===== src/rtl/clkdiv_pkg.sv =====
package clkdiv_pkg;
  typedef enum logic {
    SEL_QUARTER = 1'b0,
    SEL_SIXTH   = 1'b1
  } ratio_sel_e;
endpackage


===== src/rtl/clkdiv_en_sync.sv =====
module clkdiv_en_sync (
  input  logic clk_i,
  input  logic rst_ni,
  input  logic en_ni,
  output logic adv_o
);
  logic en_q_n;

  // falling-edge capture: gating can only change while clk is low
  always_ff @(negedge clk_i or negedge rst_ni) begin
    if (!rst_ni) en_q_n <= 1'b1;
    else         en_q_n <= en_ni;
  end

  assign adv_o = ~en_q_n;
endmodule


===== src/rtl/clkdiv_half.sv =====
module clkdiv_half (
  input  logic clk_i,
  input  logic rst_ni,
  input  logic adv_i,
  output logic q_o
);
  always_ff @(posedge clk_i or negedge rst_ni) begin
    if (!rst_ni)    q_o <= 1'b0;
    else if (adv_i) q_o <= ~q_o;
  end
endmodule


===== src/rtl/clkdiv_ratio.sv =====
module clkdiv_ratio
  import clkdiv_pkg::*;
#(
  parameter int LO_HALF = 2,
  parameter int HI_HALF = 3,
  localparam int CNT_W  = $clog2(HI_HALF)
) (
  input  logic clk_i,
  input  logic rst_ni,
  input  logic adv_i,
  input  logic divsel_i,
  output logic q_o,
  output logic rise_o
);
  ratio_sel_e       sel_q;
  logic [CNT_W-1:0] cnt_q;
  logic             at_end;

  function automatic logic [CNT_W-1:0] reload(input ratio_sel_e s);
    return (s == SEL_SIXTH) ? CNT_W'(HI_HALF - 1) : CNT_W'(LO_HALF - 1);
  endfunction

  assign at_end = (cnt_q == '0);
  assign rise_o = adv_i & at_end & ~q_o;

  always_ff @(posedge clk_i or negedge rst_ni) begin
    if (!rst_ni) begin
      q_o   <= 1'b0;
      cnt_q <= '0;
      sel_q <= SEL_QUARTER;
    end else if (adv_i) begin
      if (at_end) begin
        q_o <= ~q_o;
        if (!q_o) begin
          // shared rising edge: only point where a new ratio is taken
          sel_q <= ratio_sel_e'(divsel_i);
          cnt_q <= reload(ratio_sel_e'(divsel_i));
        end else begin
          cnt_q <= reload(sel_q);
        end
      end else begin
        cnt_q <= cnt_q - 1'b1;
      end
    end
  end
endmodule


===== src/rtl/clkdiv_phase.sv =====
module clkdiv_phase (
  input  logic clk_i,
  input  logic rst_ni,
  input  logic adv_i,
  input  logic slow_rise_i,
  input  logic fast_q_i,
  output logic phase_o
);
  always_ff @(posedge clk_i or negedge rst_ni) begin
    if (!rst_ni)    phase_o <= 1'b0;
    else if (adv_i) phase_o <= slow_rise_i & ~fast_q_i;
  end
endmodule


===== src/rtl/sync_clk_divider.sv =====
module sync_clk_divider #(
  parameter int LO_HALF = 2,
  parameter int HI_HALF = 3
) (
  input  logic clk_i,
  input  logic rst_ni,
  input  logic en_ni,
  input  logic divsel_i,
  output logic q_div2_o,
  output logic q_div46_o,
  output logic phase_o
);
  logic adv;
  logic slow_rise;

  clkdiv_en_sync u_en (
    .clk_i (clk_i),
    .rst_ni(rst_ni),
    .en_ni (en_ni),
    .adv_o (adv)
  );

  clkdiv_half u_half (
    .clk_i (clk_i),
    .rst_ni(rst_ni),
    .adv_i (adv),
    .q_o   (q_div2_o)
  );

  clkdiv_ratio #(
    .LO_HALF(LO_HALF),
    .HI_HALF(HI_HALF)
  ) u_ratio (
    .clk_i   (clk_i),
    .rst_ni  (rst_ni),
    .adv_i   (adv),
    .divsel_i(divsel_i),
    .q_o     (q_div46_o),
    .rise_o  (slow_rise)
  );

  clkdiv_phase u_phase (
    .clk_i      (clk_i),
    .rst_ni     (rst_ni),
    .adv_i      (adv),
    .slow_rise_i(slow_rise),
    .fast_q_i   (q_div2_o),
    .phase_o    (phase_o)
  );
endmodule


===== config.mk =====
export PLATFORM = sky130hd
export DESIGN_NAME = sync_clk_divider
export DESIGN_NICKNAME = d
export VERILOG_FILES = /design/src/rtl/clkdiv_pkg.sv /design/src/rtl/clkdiv_en_sync.sv /design/src/rtl/clkdiv_half.sv /design/src/rtl/clkdiv_ratio.sv /design/src/rtl/clkdiv_phase.sv /design/src/rtl/sync_clk_divider.sv
export SDC_FILE = /design/constraint.sdc
export NUM_CORES = 1
export LEC_CHECK = 0
export ABC_AREA = 1
export BUFFER_PORTS_ARGS = -buffer_cell sky130_fd_sc_hd__clkbuf_2
export CAP_MARGIN = 20
export CORE_AREA = 4 4 41 43
export DETAILED_ROUTE_END_ITERATION = 10
export DIE_AREA = 0 0 45 47
export PLACE_DENSITY = 0.49
export SLEW_MARGIN = 0
export SYNTH_ARGS = -nofsm -noshare
export SYNTH_HDL_FRONTEND = slang
export SYNTH_SLANG_ARGS = --single-unit

===== constraint.sdc =====
create_clock -name clk_i -period 0.8 [get_ports clk_i]
set_input_delay 0.08 -clock clk_i [delete_from_list [all_inputs] [get_ports clk_i]]
set_output_delay 0.08 -clock clk_i [all_outputs]
set_load 0.01 [all_outputs]

==> run metrics, run 1 <==
status complete, but fails checks; failing checks negative setup slack; final std cells w/o fill 65; met3 wire len 28 um; total power 1.68 mW; drt wl/cell 9.98 um; Hold WC Path Type input port to flip-flop; synthesized instance count 34; final net count 55; Area Overhead vs Synth 47.8%; clock buffer depth 2; CP Capture Type flip-flop; yosys synthesis warning count 0; synth top area cells dfrtp_1 (49%), nand2_1 (15%), dfstp_2 (8.5%); setup slack, reg-to-reg -0.56 ns; P per Cell Area 3680 nW/um2; CTS buffer count 3; CP most frequent cell nor2_1; clock latency on the worst-skew pair 0.30 ns; crit-path max FO 6; gr usage total 7.98%; post-synth top area share 48.6%; Post-Synth XOR/XNOR Area 2.83%; routability cong. 0.694; Antenna Nets Post-Route 0; n_diodes 0; Leak 0.249 nW; CTS tree built; via count 277; final setup skew 0.0569 ns; clock sink count 7; io pins 7; initial antenna violation count 0; chip height 47 um; num rows 13; area share of and/or/nand/nor cells after synthesis 29.6%; die width 45 um; syn nets 38; unrepaired setup endpoints after global routing true; layout cell share with drive strength beyond 1 42.0%; Max stage delay cell, worst path dfstp_2; crit path kind flip-flop to flip-flop; Syn Area/Cell 9.09 um2; leading area contributor after synthesis dfrtp_1; total core area 1300 um2; WP data arrival 1.50 ns; final hold vios 0; Slew Viols, Final 0; fillers 146; drc violations 0; Synth Area in Adders 0%; Synth Area in Compound Gates 4.45%; largest net degree at the start of global routing 7; Worst Tran Pin Value 0.188 ns; Slew HR 87.5%; H-Tree Depth 1; Clock Pin Slew Worst Setup and Hold Paths 0.05 ns; dpl hpwl 447 um; top layer in use met4; Hold Path Cell Cnt 3; Routed Wire Length 649 um; clk root buf clkbuf_4; post-synthesis cell type count 13; largest family of logic cells by synthesized area simple AND/OR/NAND/NOR gates; Worst setup SP type flip-flop; Final WS setup -0.565 ns; Initial Utilization 23.7%; Placed Instances 58; multiplexer share of the synthesized area 0%; Die ar. 2120 um2; Crit path required time 0.94 ns; Synth Cell Area 309 um2; DR pass1 iterations 1; CP max stage delay 0.58 ns; Peak VDD IR 1.54 mV; met2 routed WL 332 um; Max-Cap Viols 0; final setup vio count 9; Buffers on Ports 6; GRT overflow 0; wl on met1 277 um; R2R cell count 3; vias per cell 4.26; number of global-route vias before repair 279; sequential element share of the synthesized area 57.1%; Seq cells post-synth 7; drt initial violations 0; CP Cell Sequence nor2_1 > nor2_1 > a21oi_2; first-pass GRT wire length 1100 um
==> critical path: cells and delay by family (launching register included) <==
kind             cells  cell delay, ns
AO/OA/AOI/OAI        1            0.04
flip-flops           1            0.58
AND/OR/NAND/NOR      2            0.18
==> per-layer routing <==
layer	GRT usage, %	vias to the layer above
met5	0	-
met3	3.45	2
met1	7.03	132
met4	8.77	0
li1	-	138
met2	13.0	5
==> cells by family after synthesis <==
logic type	Yosys count
buffers and inverters	5
AO/OA/AOI/OAI	2
flip-flops	7
XOR/XNOR	1
AND/OR/NAND/NOR	19
==> Yosys cell counts (all sizes together) <==
cell	instances
a21oi	1
xnor2	1
dfstp	1
nor2	3
dfrtp	6
nand4	2
nand2	12
inv	5
o21ai	1
nand3	2
==> state kept, by name (all words and copies together) (netlist names) <==
signal and count:
u_ratio.q_o 1, u_half.q_o 1, u_en.en_q_n 1, u_ratio.cnt_q 2, u_ratio.sel_q 1, u_phase.phase_o 1
==> where the power goes <==
| group | internal [mW] | switching [mW] |
|---|---|---|
| Sequential | 0.503 | 0.108 |
| Clock | 0.197 | 0.144 |
| Combinational | 0.362 | 0.367 |
==> layout by cell type, fill, tap and decap left out, types with 2 or more instances in the layout <==
cell type,count
buf_4,4
buf_6,2
clkbuf_2,5
clkbuf_4,3
dfrtp_1,6
inv_1,4
nand2_1,12
nand3_2,2
nand4_1,2
nor2_1,2
==> through the flow <==
step	worst slack (ns)	area [um2]	hold WS, ns	TNS (ns)	utilization (%)
6_report	-0.565	457	0.107	-3.51	35.1
2_1_floorplan	-0.456	309	-0.216	-2.60	-
5_1_grt	-0.607	457	0.119	-3.85	35.1
3_3_place_gp	-0.494	380	0.00625	-2.82	29.2
3_5_place_dp	-0.518	380	0.00480	-2.90	29.2
4_1_cts	-0.573	432	0.0966	-3.51	33.2
==> worst paths after layout <==
| kind | startpoint | endpoint |
|---|---|---|
| max | u_en.en_q_n$_DFF_NN1_ | u_ratio.cnt_q[0]$_DFFE_PN0N_ |
| min | divsel_i | u_ratio.sel_q$_DFFE_PN0P_ |
| max reg2reg | u_en.en_q_n$_DFF_NN1_ | u_ratio.cnt_q[0]$_DFFE_PN0N_ |
| min reg2reg | u_phase.phase_o$_DFFE_PN0N_ | u_phase.phase_o$_DFFE_PN0N_ |
| max in group asynchronous | rst_ni | u_en.en_q_n$_DFF_NN1_ |
| min in group asynchronous | rst_ni | u_ratio.q_o$_DFFE_PN0P_ |
==> what timing repair did <==
item / in CTS / in global routing
endpoints found under the hold margin: 6 / 0
endpoints found under the setup margin: 9 / 9
resized for setup: 2 / 4
buffers inserted: 1 / 1
hold buffers: 1 / 0
==> final cells by class <==
class | count | area, um2 | area share [%]
sequential | 7 | 176 | 38.6
multi-input combinational | 22 | 126 | 27.7
timing repair buffer | 12 | 87.6 | 19.2
clock buffer | 4 | 26.3 | 5.75
tap | 15 | 18.8 | 4.11
inverter | 4 | 17.5 | 3.84
clock inverter | 1 | 3.75 | 0.822
Power figures use the tool's default switching activity.
==> inputs of run 2 (changes only) <==
Settings changed: CTS_BUF_LIST set to sky130_fd_sc_hd__clkbuf_16.
==> run 2 against run 1 <==
Against the previous run:
- worst hold slack gained 0.027 ns
- highest routed layer unchanged
- first-iteration DRC count grew 1
- combinational power is 3.0% lower
- flip-flop and latch count stayed put
- largest power group is now clock
- clock skew up 0.020 ns
- critical endpoint is now u_ratio.sel_q$_DFFE_PN0P_
- setup slack got worse by 0.037 ns
- cell count is the same
- the flow still finishes with violations (negative setup slack)
==> run metrics, run 2 (synthesized netlist as in run 1, its figures left out) <==
DP Worst Slack -0.518 ns; Leak 0.270 nW; CP Capture Type flip-flop; H-Tree Depth 1; worst r2r src u_en.en_q_n$_DFF_NN1_; final hold vios 0; clock buffer depth 2; max FFs per register 2; crit path kind flip-flop to flip-flop; clock latency on the worst-skew pair 0.31 ns; gr usage total 8.84%; fillers 139; layout cell share with drive strength beyond 1 42.0%; Buffers on Ports 6; drt initial violations 1; Max-Cap Viols 0; Routed Wire Length 627 um; RR Endpoint u_ratio.sel_q$_DFFE_PN0P_; initial antenna violation count 0; drt wl/cell 9.65 um; largest net degree at the start of global routing 7; first-pass GRT wire length 1120 um; io pins 7; Worst setup SP type flip-flop; CP Launch Point u_en.en_q_n$_DFF_NN1_; Antenna Nets Post-Route 0; status complete, but fails checks; WP data arrival 1.52 ns; Initial Utilization 23.7%; Reg area 176 um2; Peak VDD IR 2.43 mV; clk root buf clkbuf_16; via count 273; num rows 13; final net count 55; R2R cell count 3; P per Cell Area 4310 nW/um2; most common cell after layout, fill and taps aside nand2_1; Hold WC Path Type input port to flip-flop; die width 45 um; DR pass1 iterations 2; CTS tree built; Crit path required time 0.91 ns; CTS buffer count 3; Most flops, register u_ratio.cnt_q; Placed Instances 58; number of global-route vias before repair 280; failing checks negative setup slack; n_diodes 0; most frequent cells in the layout nand2_1 (12), dfrtp_1 (6), inv_1 (5), clkbuf_2 (5), buf_4 (4); crit-path max FO 6; Final WS setup -0.602 ns; Worst Tran Pin Value 0.186 ns; vias per cell 4.20; Critical Path End u_ratio.sel_q$_DFFE_PN0P_; setup slack, reg-to-reg -0.60 ns; GRT overflow 0; routability cong. 0.694; Clock Pin Slew Worst Setup and Hold Paths 0.03 ns; chip height 47 um; Area Overhead vs Synth 63.2%; drc violations 0; final setup skew 0.0770 ns; final std cells w/o fill 65; Slew Viols, Final 0; clock sink count 7; final setup vio count 9; total power 2.17 mW; Hold WS 0.134 ns; Multi-input gate area 121 um2; unrepaired setup endpoints after global routing true; total core area 1300 um2; dpl hpwl 447 um; Die ar. 2120 um2; Slew HR 87.6%
==> run 2: cell types whose count changed in the layout (fill, tap and decap cells not counted) <==
cell / before / now
clkbuf_4: 3 / 0
nor2_2: 0 / 1
inv_1: 4 / 5
nor2_1: 2 / 1
xnor2_2: 1 / 0
clkbuf_16: 0 / 3
xnor2_1: 0 / 1
clkbuf_1: 1 / 0
==> run 2: how the worst min path moves through the flow <==
| stage | startpoint | end | slack, ns | depth (start not counted) |
|---|---|---|---|---|
| after global routing | divsel_i | u_ratio.sel_q$_DFFE_PN0P_ | 0.15 | 3 |
| after detailed placement | rst_ni | u_half.q_o$_DFFE_PN0N_ | 0.005 | 2 |
| after CTS | divsel_i | u_ratio.sel_q$_DFFE_PN0P_ | 0.13 | 3 |
| after global placement | rst_ni | u_half.q_o$_DFFE_PN0N_ | 0.006 | 2 |
| final | divsel_i | u_ratio.sel_q$_DFFE_PN0P_ | 0.13 | 3 |
| after floorplan | rst_ni | u_half.q_o$_DFFE_PN0N_ | -0.22 | 0 |
==> run 2: what timing repair did <==
item | CTS | global route
resized for setup | 2 | 4
hold endpoints to repair | 6 | 0
setup endpoints to repair | 9 | 9
buffers inserted | 1 | 1
hold buffers | 1 | 0
pin swaps | 0 | 1
cloned | 0 | 0
==> run 2: worst max-delay path: stages, from the launching register on <==
cell     delay (ns)
dfstp_2        0.59
inv_4          0.07
nand4_1        0.09
nand2_1        0.06
==> run 2: through the flow <==
step | area [um2] | TNS (ns) | utilization (%)
CTS | 484 | -3.57 | 37.2
global placement | 380 | -2.82 | 29.2
global route | 504 | -3.97 | 38.8
detailed placement | 380 | -2.90 | 29.2
finish | 504 | -3.67 | 38.8
floorplan | 309 | -2.60 | -
==> run 2: metal layers <==
layer  vias to the layer above  GRT usage (%)  part of all wire [%]
met1                       128           7.46                    45
met2                         7           12.1                    45
li1                        136              -                     -
met4                         0           10.5                   3.5
met5                         -              0                     0
met3                         2           6.90                   6.2
==> run 2: final cells by class <==
class                   count  share of cell area (%)
well taps                  15                    3.72
flip-flops and latches      7                    35.0
repair buffers             12                    17.4
clock inverters             2                    1.49
inverters                   4                    3.47
clock buffers               3                    14.9
multi-input cells          22                    24.1
==> run 2: power breakdown <==
group          switching (mW)  total, mW  internal, mW
clock network           0.196      0.852         0.656
logic                   0.359      0.707         0.348
registers               0.108      0.612         0.505
total                   0.663       2.17          1.51
